$ cat src/rtl/bod_pkg.sv
package bod_pkg;
  typedef enum logic [1:0] {
    PM_RUN  = 2'd0,
    PM_IDLE = 2'd1,
    PM_PD   = 2'd2,
    PM_TPD  = 2'd3
  } pmode_e;
endpackage

$ cat src/rtl/bod_cond_filter.sv
module bod_cond_filter #(
  parameter int unsigned STAGES = 2,
  parameter int unsigned CW     = 4
) (
  input  logic          clk,
  input  logic          rst_n,
  input  logic          raw,
  input  logic [CW-1:0] len,
  output logic          cond
);
  logic [STAGES-1:0] sync_q;
  logic [CW-1:0]     cnt_q;
  logic [CW:0]       thr;
  logic [CW:0]       cnt_inc;
  logic              sync_v;

  generate
    if (STAGES == 1) begin : g_one
      always_ff @(posedge clk or negedge rst_n)
        if (!rst_n) sync_q <= '0;
        else        sync_q <= raw;
    end else begin : g_chain
      always_ff @(posedge clk or negedge rst_n)
        if (!rst_n) sync_q <= '0;
        else        sync_q <= {sync_q[STAGES-2:0], raw};
    end
  endgenerate

  assign sync_v  = sync_q[STAGES-1];
  assign thr     = (len == '0) ? {{CW{1'b0}}, 1'b1} : {1'b0, len};
  assign cnt_inc = {1'b0, cnt_q} + 1'b1;

  always_ff @(posedge clk or negedge rst_n) begin
    if (!rst_n) begin
      cond  <= 1'b0;
      cnt_q <= '0;
    end else if (sync_v == cond) begin
      cnt_q <= '0;
    end else if (cnt_inc >= thr) begin
      cond  <= sync_v;
      cnt_q <= '0;
    end else begin
      cnt_q <= cnt_inc[CW-1:0];
    end
  end

  // the filtered value only moves after a mismatch with the synchronizer
  a_r2_hold_when_matched: assert property (@(posedge clk) disable iff (!rst_n)
    (sync_v == cond) |=> $stable(cond))
    else $error("R2 filtered condition changed without a mismatch");
endmodule

$ cat src/rtl/bod_sticky_flag.sv
module bod_sticky_flag #(
  parameter logic RST_VAL = 1'b0
) (
  input  logic clk,
  input  logic rst_n,
  input  logic set,
  input  logic clr,
  output logic flag
);
  always_ff @(posedge clk or negedge rst_n)
    if (!rst_n) flag <= RST_VAL;
    else        flag <= set | (flag & ~clr);

  // set has priority over clear
  a_r6_set_wins: assert property (@(posedge clk) disable iff (!rst_n)
    set |=> flag)
    else $error("R6/R7 set did not win");
endmodule

$ cat src/rtl/bod_supervisor.sv
module bod_supervisor
  import bod_pkg::*;
#(
  parameter int unsigned NUM_LVL     = 4,
  parameter int unsigned SYNC_STAGES = 2,
  parameter int unsigned FILT_W      = 4,
  parameter int unsigned LVL_W       = $clog2(NUM_LVL)
) (
  input  logic               clk,
  input  logic               rst_n,
  input  logic [NUM_LVL-1:0] cmp_below,
  input  logic               cmp_prot_below,
  input  logic               por_evt,
  input  logic [1:0]         pwr_mode,
  input  logic [LVL_W-1:0]   cfg_rst_lvl,
  input  logic [LVL_W-1:0]   cfg_int_lvl,
  input  logic               cfg_int_en,
  input  logic [FILT_W-1:0]  cfg_filt_len,
  input  logic               int_clr,
  input  logic               por_clr,
  output logic               bo_rst_req,
  output logic               bo_int_pend,
  output logic               flash_inhibit,
  output logic               por_flag,
  output logic               cfg_err
);
  localparam int unsigned NCH = NUM_LVL + 1;
  localparam int unsigned PROT_IDX = NUM_LVL;

  logic [NCH-1:0] raw_all;
  logic [NCH-1:0] cond;
  pmode_e         mode;
  logic           int_hit;

  assign raw_all = {cmp_prot_below, cmp_below};
  assign mode    = pmode_e'(pwr_mode);

  generate
    for (genvar i = 0; i < NCH; i++) begin : g_ch
      bod_cond_filter #(.STAGES(SYNC_STAGES), .CW(FILT_W)) u_filt (
        .clk  (clk),
        .rst_n(rst_n),
        .raw  (raw_all[i]),
        .len  (cfg_filt_len),
        .cond (cond[i])
      );
    end
  endgenerate

  assign bo_rst_req    = cond[cfg_rst_lvl] && (mode != PM_TPD);
  assign flash_inhibit = cond[PROT_IDX] && (mode == PM_RUN || mode == PM_IDLE);
  assign int_hit       = cfg_int_en && cond[cfg_int_lvl];
  assign cfg_err       = (cfg_rst_lvl >= cfg_int_lvl);

  bod_sticky_flag #(.RST_VAL(1'b0)) u_int_pend (
    .clk(clk), .rst_n(rst_n), .set(int_hit), .clr(int_clr), .flag(bo_int_pend)
  );

  bod_sticky_flag #(.RST_VAL(1'b1)) u_por (
    .clk(clk), .rst_n(rst_n), .set(por_evt), .clr(por_clr), .flag(por_flag)
  );

  a_r3_tpd_silences_reset: assert property (@(posedge clk) disable iff (!rst_n)
    (pwr_mode == 2'd3) |-> !bo_rst_req)
    else $error("R3 reset request in total power-down");

  a_r4_pd_silences_protect: assert property (@(posedge clk) disable iff (!rst_n)
    pwr_mode[1] |-> !flash_inhibit)
    else $error("R4 inhibit active in power-down");

  a_r6_no_set_disabled: assert property (@(posedge clk) disable iff (!rst_n)
    (!cfg_int_en && !bo_int_pend) |=> !bo_int_pend)
    else $error("R6 pending set while disabled");

  a_r6_pend_holds: assert property (@(posedge clk) disable iff (!rst_n)
    (bo_int_pend && !int_clr) |=> bo_int_pend)
    else $error("R6 pending dropped without clear");

  a_r7_por_holds: assert property (@(posedge clk) disable iff (!rst_n)
    (por_flag && !por_clr) |=> por_flag)
    else $error("R7 power-on flag dropped without clear");
endmodule

$ cat config.mk
export PLATFORM = sky130hd
export DESIGN_NAME = bod_supervisor
export DESIGN_NICKNAME = d
export VERILOG_FILES = /design/src/rtl/bod_pkg.sv /design/src/rtl/bod_cond_filter.sv /design/src/rtl/bod_sticky_flag.sv /design/src/rtl/bod_supervisor.sv
export SDC_FILE = /design/constraint.sdc
export NUM_CORES = 1
export LEC_CHECK = 0
export ABC_AREA = 1
export BUFFER_PORTS_ARGS = -buffer_cell sky130_fd_sc_hd__buf_4
export CAP_MARGIN = 20
export CORE_ASPECT_RATIO = 1.5
export CORE_MARGIN = 2
export CORE_UTILIZATION = 35
export CTS_BUF_LIST = sky130_fd_sc_hd__clkbuf_16
export CTS_CLUSTER_SIZE = 40
export DETAILED_ROUTE_END_ITERATION = 12
export GPL_ROUTABILITY_DRIVEN = 0
export GPL_TIMING_DRIVEN = 0
export PLACE_DENSITY = 0.55
export RECOVER_POWER = 25
export SETUP_SLACK_MARGIN = 0.5
export SLEW_MARGIN = 20
export SYNTH_ARGS = -nofsm -noshare
export SYNTH_HDL_FRONTEND = slang
export SYNTH_SLANG_ARGS = --single-unit
$ cat constraint.sdc
create_clock -name clk -period 2.62 [get_ports clk]
set_input_delay 0.524 -clock clk [delete_from_list [all_inputs] [get_ports clk]]
set_output_delay 0.524 -clock clk [all_outputs]
set_load 0.1 [all_outputs]
# After elaboration in Yosys (flattened, before gate mapping)
# Index checks and enable logic that the tools add are counted.
# W data, S select, Z words.
[op_classes] add_sub_neg=5 magnitude_cmp=8 n_eq_ne=7 n_mux=15 n_bitwise=11 reduce_logical=11
[op_table] operator="$mux W4" count=11
[op_table] operator="$add A4 B1 Y5 const B" count=5
[op_table] operator="$ge A5 B5 Y1" count=4
[op_table] operator="$reduce_and A2 Y1" count=5
[op_table] operator="$lt A2 B4 Y1 const B" count=2
[op_table] operator="$not A1 Y1" count=7
[op_table] operator="$eq A1 B1 Y1" count=5
[op_table] operator="$ge A5 B4 Y1" count=1
[op_table] operator="$bmux W1 S2" count=2
[op_table] operator="$logic_not A4 Y1" count=1
[op_table] operator="$logic_and A1 B1 Y1" count=3
[op_table] operator="$and A1 B1 Y1" count=2
[op_table] operator="$eq A2 B1 Y1 const B" count=1
[op_table] operator="$ge A2 B2 Y1" count=1
[op_table] operator="$logic_not A2 Y1" count=1
[op_table] operator="$mux W1" count=2
[op_table] operator="$ne A2 B2 Y1 const B" count=1
[op_table] operator="$or A1 B1 Y1" count=2
[op_table] operator="$logic_or A1 B1 Y1" count=1
[totals] reg_bits=37 inputBits=21 output_inout_bits=5 word_cells=74

# Logic depth before layout (Yosys ltp)
[logic_depth] ltp_word=5 ltp_mapped=13 mapped_depth_nobuf=13

# Modules after synthesis
# Synthesis repeated with hierarchy kept, for this count alone.
[unflattened] cells_unflattened=268 area_unflattened_um2=2227.1
[modules_own_cells] module="bod_cond_filter" n_inst=5 cells_per_inst=45 area_per_inst_um2=399.1 seq_area_each_um2=175.2
[modules_own_cells] module="bod_supervisor" n_inst=1 cells_per_inst=33 area_per_inst_um2=150.1 seq_area_each_um2=0.0
[modules_own_cells] module="bod_sticky_flag (u_por)" n_inst=1 cells_per_inst=5 area_per_inst_um2=41.3 seq_area_each_um2=26.3
[modules_own_cells] module="bod_sticky_flag (u_int_pend)" n_inst=1 cells_per_inst=5 area_per_inst_um2=40.0 seq_area_each_um2=25.0

# Worst setup path before layout
# No wires, ideal clock.
[synth_timing] path_kind="input to output" startpoint="input port cfg_rst_lvl[0]" endpoint="output port bo_rst_req" arrival_time_ns=2.200 required_ns=2.096 path_slack_ns=-0.104 stages=4 path_buffers=0 path_cell_list="nor2_1 -> nor2_1 -> o21ai_0 -> a22oi_1"
[synth_between] elab_chain_len=3
[synth_lines] element="start: declaration" line_no="bod_supervisor.sv:15" rtl="input logic [LVL_W-1:0] cfg_rst_lvl,"
[synth_lines] element="$bmux W1 S2" line_no="bod_supervisor.sv:50" rtl="assign bo_rst_req = cond[cfg_rst_lvl] && (mode != PM_TPD);"
[synth_lines] element="$mux W1 (not written as such)" line_no="bod_supervisor.sv:50"
[synth_lines] element="$logic_and A1 B1 Y1" line_no="bod_supervisor.sv:50"
[synth_lines] element="end: declaration" line_no="bod_supervisor.sv:21" rtl="output logic bo_rst_req,"
# No other way between the ends. The select of a mux whose other input is x is not followed.

# Final worst setup path
[layout_timing] startpoint="input port cfg_rst_lvl[0]" endpoint="output port cfg_err"
[layout_between] elab_chain_len=1
[layout_lines] element="$ge A2 B2 Y1" line_no="bod_supervisor.sv:53" rtl="assign cfg_err = (cfg_rst_lvl >= cfg_int_lvl);"
[layout_lines] element="end: declaration" line_no="bod_supervisor.sv:25" rtl="output logic cfg_err"
# No other way between the ends.

==> impl_results.html <==
<table>
<tr><th>Metric</th><th>Value</th></tr>
<tr><th colspan="2">Critical path</th></tr>
<tr><td>Path type of the worst setup path</td><td>in -&gt; out</td></tr>
<tr><td>Largest fanout on the critical path</td><td>3</td></tr>
<tr><td>Required time at the endpoint of the critical path</td><td>between 2000 and 2500 ps</td></tr>
<tr><td>CP Data Arrival Time</td><td>between 1000 and 1500 ps</td></tr>
<tr><td>Startpoint Class</td><td>input pin</td></tr>
<tr><td>Worst Setup End Kind</td><td>primary output</td></tr>
<tr><th colspan="2">Synthesis</th></tr>
<tr><td>Proportion of synthesized flip-flops having asynchronous set or reset</td><td>100.0%</td></tr>
<tr><td>Sequential area share after synthesis</td><td>43.01%</td></tr>
<tr><td>Number of nets produced by synthesis</td><td>between 300 and 400</td></tr>
<tr><td>Mapped Area</td><td>~0.0022 mm^2</td></tr>
<tr><td>Yosys synthesis warning count</td><td>0</td></tr>
<tr><td>Number of unique standard cell types used by synthesis</td><td>20</td></tr>
<tr><td>Post-Synthesis Mean Instance Area</td><td>roughly 7.8 um^2</td></tr>
<tr><td>Number of synthesized flops with an enable pin</td><td>0</td></tr>
<tr><td>Post-synthesis cell count</td><td>277</td></tr>
<tr><td>Main synth FF type</td><td>dfrtp_1</td></tr>
<tr><td>Seq cells post-synth</td><td>37</td></tr>
<tr><th colspan="2">GRT</th></tr>
<tr><td>Pin count of the biggest net entering global routing</td><td>38</td></tr>
<tr><td>Total global routing overflow</td><td>0</td></tr>
<tr><td>Initial antenna violation count</td><td>0</td></tr>
<tr><td>Global-route wire length before repair</td><td>around 7700 um</td></tr>
<tr><td>Via count of the first global-routing pass</td><td>between 1500 and 2000</td></tr>
<tr><td>Global routing usage summed across all routing layers</td><td>between 10 and 15%</td></tr>
<tr><th colspan="2">STA</th></tr>
<tr><td>Number of pins exceeding their max-slew limit in the final report</td><td>0</td></tr>
<tr><td>Share of the clock period used by the worst path after layout</td><td>73.32%</td></tr>
<tr><td>Setup TNS</td><td>0 ps</td></tr>
<tr><td>Unrepaired setup endpoints after global routing</td><td>no</td></tr>
<tr><td>Maximum achievable frequency</td><td>520.6 MHz</td></tr>
<tr><td>Minimum clock period</td><td>approximately 1900 ps</td></tr>
<tr><td>Final worst clock skew</td><td>approximately 5.7 ps</td></tr>
<tr><td>Setup-failing EPs final</td><td>0</td></tr>
<tr><td>Slew HR</td><td>between 60% and 70%</td></tr>
<tr><td>Smallest setup slack after layout</td><td>around 700 ps</td></tr>
<tr><td>Slew @ Worst Pin</td><td>roughly 470 ps</td></tr>
<tr><td>Final hold violation count</td><td>0</td></tr>
<tr><th colspan="2">Clocking</th></tr>
<tr><td>CTS buffer count</td><td>5</td></tr>
<tr><td>TritonCTS clock tree</td><td>yes</td></tr>
<tr><td>Clock root buffer</td><td>clkbuf_16</td></tr>
<tr><td>Number of levels in the clock H-tree</td><td>2</td></tr>
<tr><td>Post-CTS Setup Bufs</td><td>0</td></tr>
<tr><td>Clk buf depth</td><td>2</td></tr>
<tr><td>Clock transition at the registers of the reported paths</td><td>approximately 60 ps</td></tr>
<tr><td>Clock sink count</td><td>37</td></tr>
<tr><td>Cells resized by post-CTS repair</td><td>0</td></tr>
<tr><td>Hold buffer count at CTS</td><td>0</td></tr>
<tr><td>Worst-skew pair later-pin latency</td><td>around 280 ps</td></tr>
<tr><th colspan="2">Final layout</th></tr>
<tr><td>Area growth from synthesis to final layout</td><td>19.79%</td></tr>
<tr><td>Number of nets in the layout</td><td>348</td></tr>
<tr><td>Most common cell after layout, fill and taps aside</td><td>nand2_1</td></tr>
<tr><td>Share of final-layout standard cells stronger than drive strength 1</td><td>between 10% and 20%</td></tr>
<tr><td>Post-route cell area</td><td>0.002582 mm^2</td></tr>
<tr><td>Leading cell types in the layout, fill and taps excluded</td><td>nand2_1, inv_1, dfrtp_1</td></tr>
<tr><td># diodes</td><td>0</td></tr>
<tr><td>Final standard cell utilization of the core</td><td>42.73%</td></tr>
<tr><th colspan="2">Power and ir drop</th></tr>
<tr><td>Part of the total power dissipated in sequential elements</td><td>36.0%</td></tr>
<tr><td>Power Internal</td><td>about 1.4 mW</td></tr>
<tr><td>Total power density per cell area</td><td>~900 mW/mm^2</td></tr>
<tr><td>Total Power</td><td>roughly 2.4 mW</td></tr>
<tr><td>Psw</td><td>966.1 uW</td></tr>
<tr><td>Switching Fraction</td><td>approximately two fifths</td></tr>
<tr><td>Leak pwr</td><td>roughly 1.4 nW</td></tr>
<tr><td>IR drop worst, VDD</td><td>roughly 0.29 mV</td></tr>
<tr><td>Clock network fraction of design power</td><td>23.7%</td></tr>
<tr><td>Part of the total power dissipated in combinational logic</td><td>between 40 and 50%</td></tr>
<tr><th colspan="2">Detailed routing</th></tr>
<tr><td>Via count</td><td>~1700</td></tr>
<tr><td>Number of iterations in the first detailed-routing pass</td><td>4</td></tr>
<tr><td>DRC Markers</td><td>0</td></tr>
<tr><td>Residual antenna-violating net count after detailed routing</td><td>0</td></tr>
<tr><td>Overall routed net length</td><td>4205 um</td></tr>
<tr><td>Vias per cell</td><td>4.544</td></tr>
<tr><td>Routed wirelength normalized by instance count</td><td>between 10 and 15 um</td></tr>
<tr><td>Iter 0 DRT Violations</td><td>70</td></tr>
<tr><th colspan="2">Run</th></tr>
<tr><td>Max-capacitance violation count</td><td>0</td></tr>
<tr><th colspan="2">Placed design</th></tr>
<tr><td>Port Buf Inserts</td><td>25</td></tr>
<tr><td>Cell area reported after detailed placement</td><td>~0.0024 mm^2</td></tr>
<tr><td>Setup slack at placement</td><td>between 500 and 600 ps</td></tr>
<tr><td>DP Wirelength</td><td>around 3200 um</td></tr>
<tr><th colspan="2">Floorplanning</th></tr>
<tr><td>Core box area</td><td>around 0.0060 mm^2</td></tr>
<tr><td>Number of core rows</td><td>35</td></tr>
<tr><td>Horizontal die dimension</td><td>68.08 um</td></tr>
<tr><td>Count of boundary I/O pins</td><td>26</td></tr>
<tr><td>Initial core utilization</td><td>a little over a third</td></tr>
<tr><td>Die boundary height</td><td>~100 um</td></tr>
<tr><td>Die Outline Area</td><td>0.006816 mm^2</td></tr>
<tr><th colspan="2">Run status</th></tr>
<tr><td>Outcome</td><td>finished, final reports clean</td></tr>
<tr><th colspan="2">Min path</th></tr>
<tr><td>Min-delay worst type</td><td>in -&gt; async</td></tr>
</table>
-- cells in the mapped netlist (all sizes together), types with 4 or more instances --
master	instances	area, um^2
o21ai	4	20.02
dfrtp	36	900.9
inv	44	165.2
nand3	27	160.2
ha	18	225.2
nor2	35	141.4
nand2	90	357.9
nand4	11	68.82
xor2	5	43.79
-- final timing paths --
| path | startpoint | endpoint | slack (ps) | cells past startpoint |
|---|---|---|---|---|
| max | cfg_rst_lvl[0] | cfg_err | 700 | 6 |
| min | rst_n | g_ch[2].u_filt.sync_q[0] | 200 | 1 |
| max reg2reg | g_ch[0].u_filt.cnt_q[0] | g_ch[0].u_filt.cond | 890 | 10 |
| min reg2reg | g_ch[4].u_filt.sync_q[0] | g_ch[4].u_filt.sync_q[1] | 350 | 0 |
| max in group asynchronous | rst_n | u_por.flag | 2060 | 1 |
| min in group clk | g_ch[4].u_filt.sync_q[0] | g_ch[4].u_filt.sync_q[1] | 350 | 0 |
-- per-stage QoR --
stage	hold slack, ps	cells
6_report	201.1	384
5_1_grt	234.7	384
4_1_cts	217.9	384
3_5_place_dp	335.6	376
3_3_place_gp	331.6	376
2_1_floorplan	228.4	277
-- power groups by stage --
stage	clock [mW]	sequential, mW	combinational (mW)
2_1_floorplan	0	0.861	0.739
3_3_place_gp	0	0.869	0.962
3_5_place_dp	0	0.873	0.975
4_1_cts	0.586	0.863	0.985
5_1_grt	0.609	0.885	1.15
6_report	0.566	0.858	0.963
-- final cells by class --
type	count	area (um^2)
fillers	605	3461
multi-input cells	196	1071
flip-flops and latches	37	927.1
repair buffers	25	187.7
inverters	44	165.2
clock buffers	5	125.1
well taps	74	92.59
clock inverters	3	13.76
-- kinds of logic (layout without fill, tap and decap cells) --
group                      Yosys count  after routing  share of synthesized area (%)
and+or+nand+nor                    164            164                          34.07
buffers and inverters               44             77                          7.661
DFF                                 37             37                          43.01
adders and majority gates           18             18                          10.45
AOI/OAI and AO/OA                    8              8                          2.380
xor gates and xnor gates             6              6                          2.438
-- state kept, by name (all words and copies together) (netlist names) --
signal	cells
g_ch.u_filt.sync_q	10
u_por.flag	1
g_ch.u_filt.cond	5
g_ch.u_filt.cnt_q	20
u_int_pend.flag	1
-- layer usage --
layer | global-route usage, % | part of all wire [%] | up-vias
met2 | 26.89 | 56 | 15
met1 | 16.29 | 39 | 791
met4 | 6.000 | 1.8 | 0
met3 | 3.587 | 2.9 | 6
li1 | - | - | 933
met5 | 0 | 0 | -
-- worst max-delay path: stages --
cell     delay [ps]
buf_4           120
inv_1            80
ha_1            230
o21ai_0         150
nand2_1          60
buf_4           230
Power figures use the tool's default switching activity.
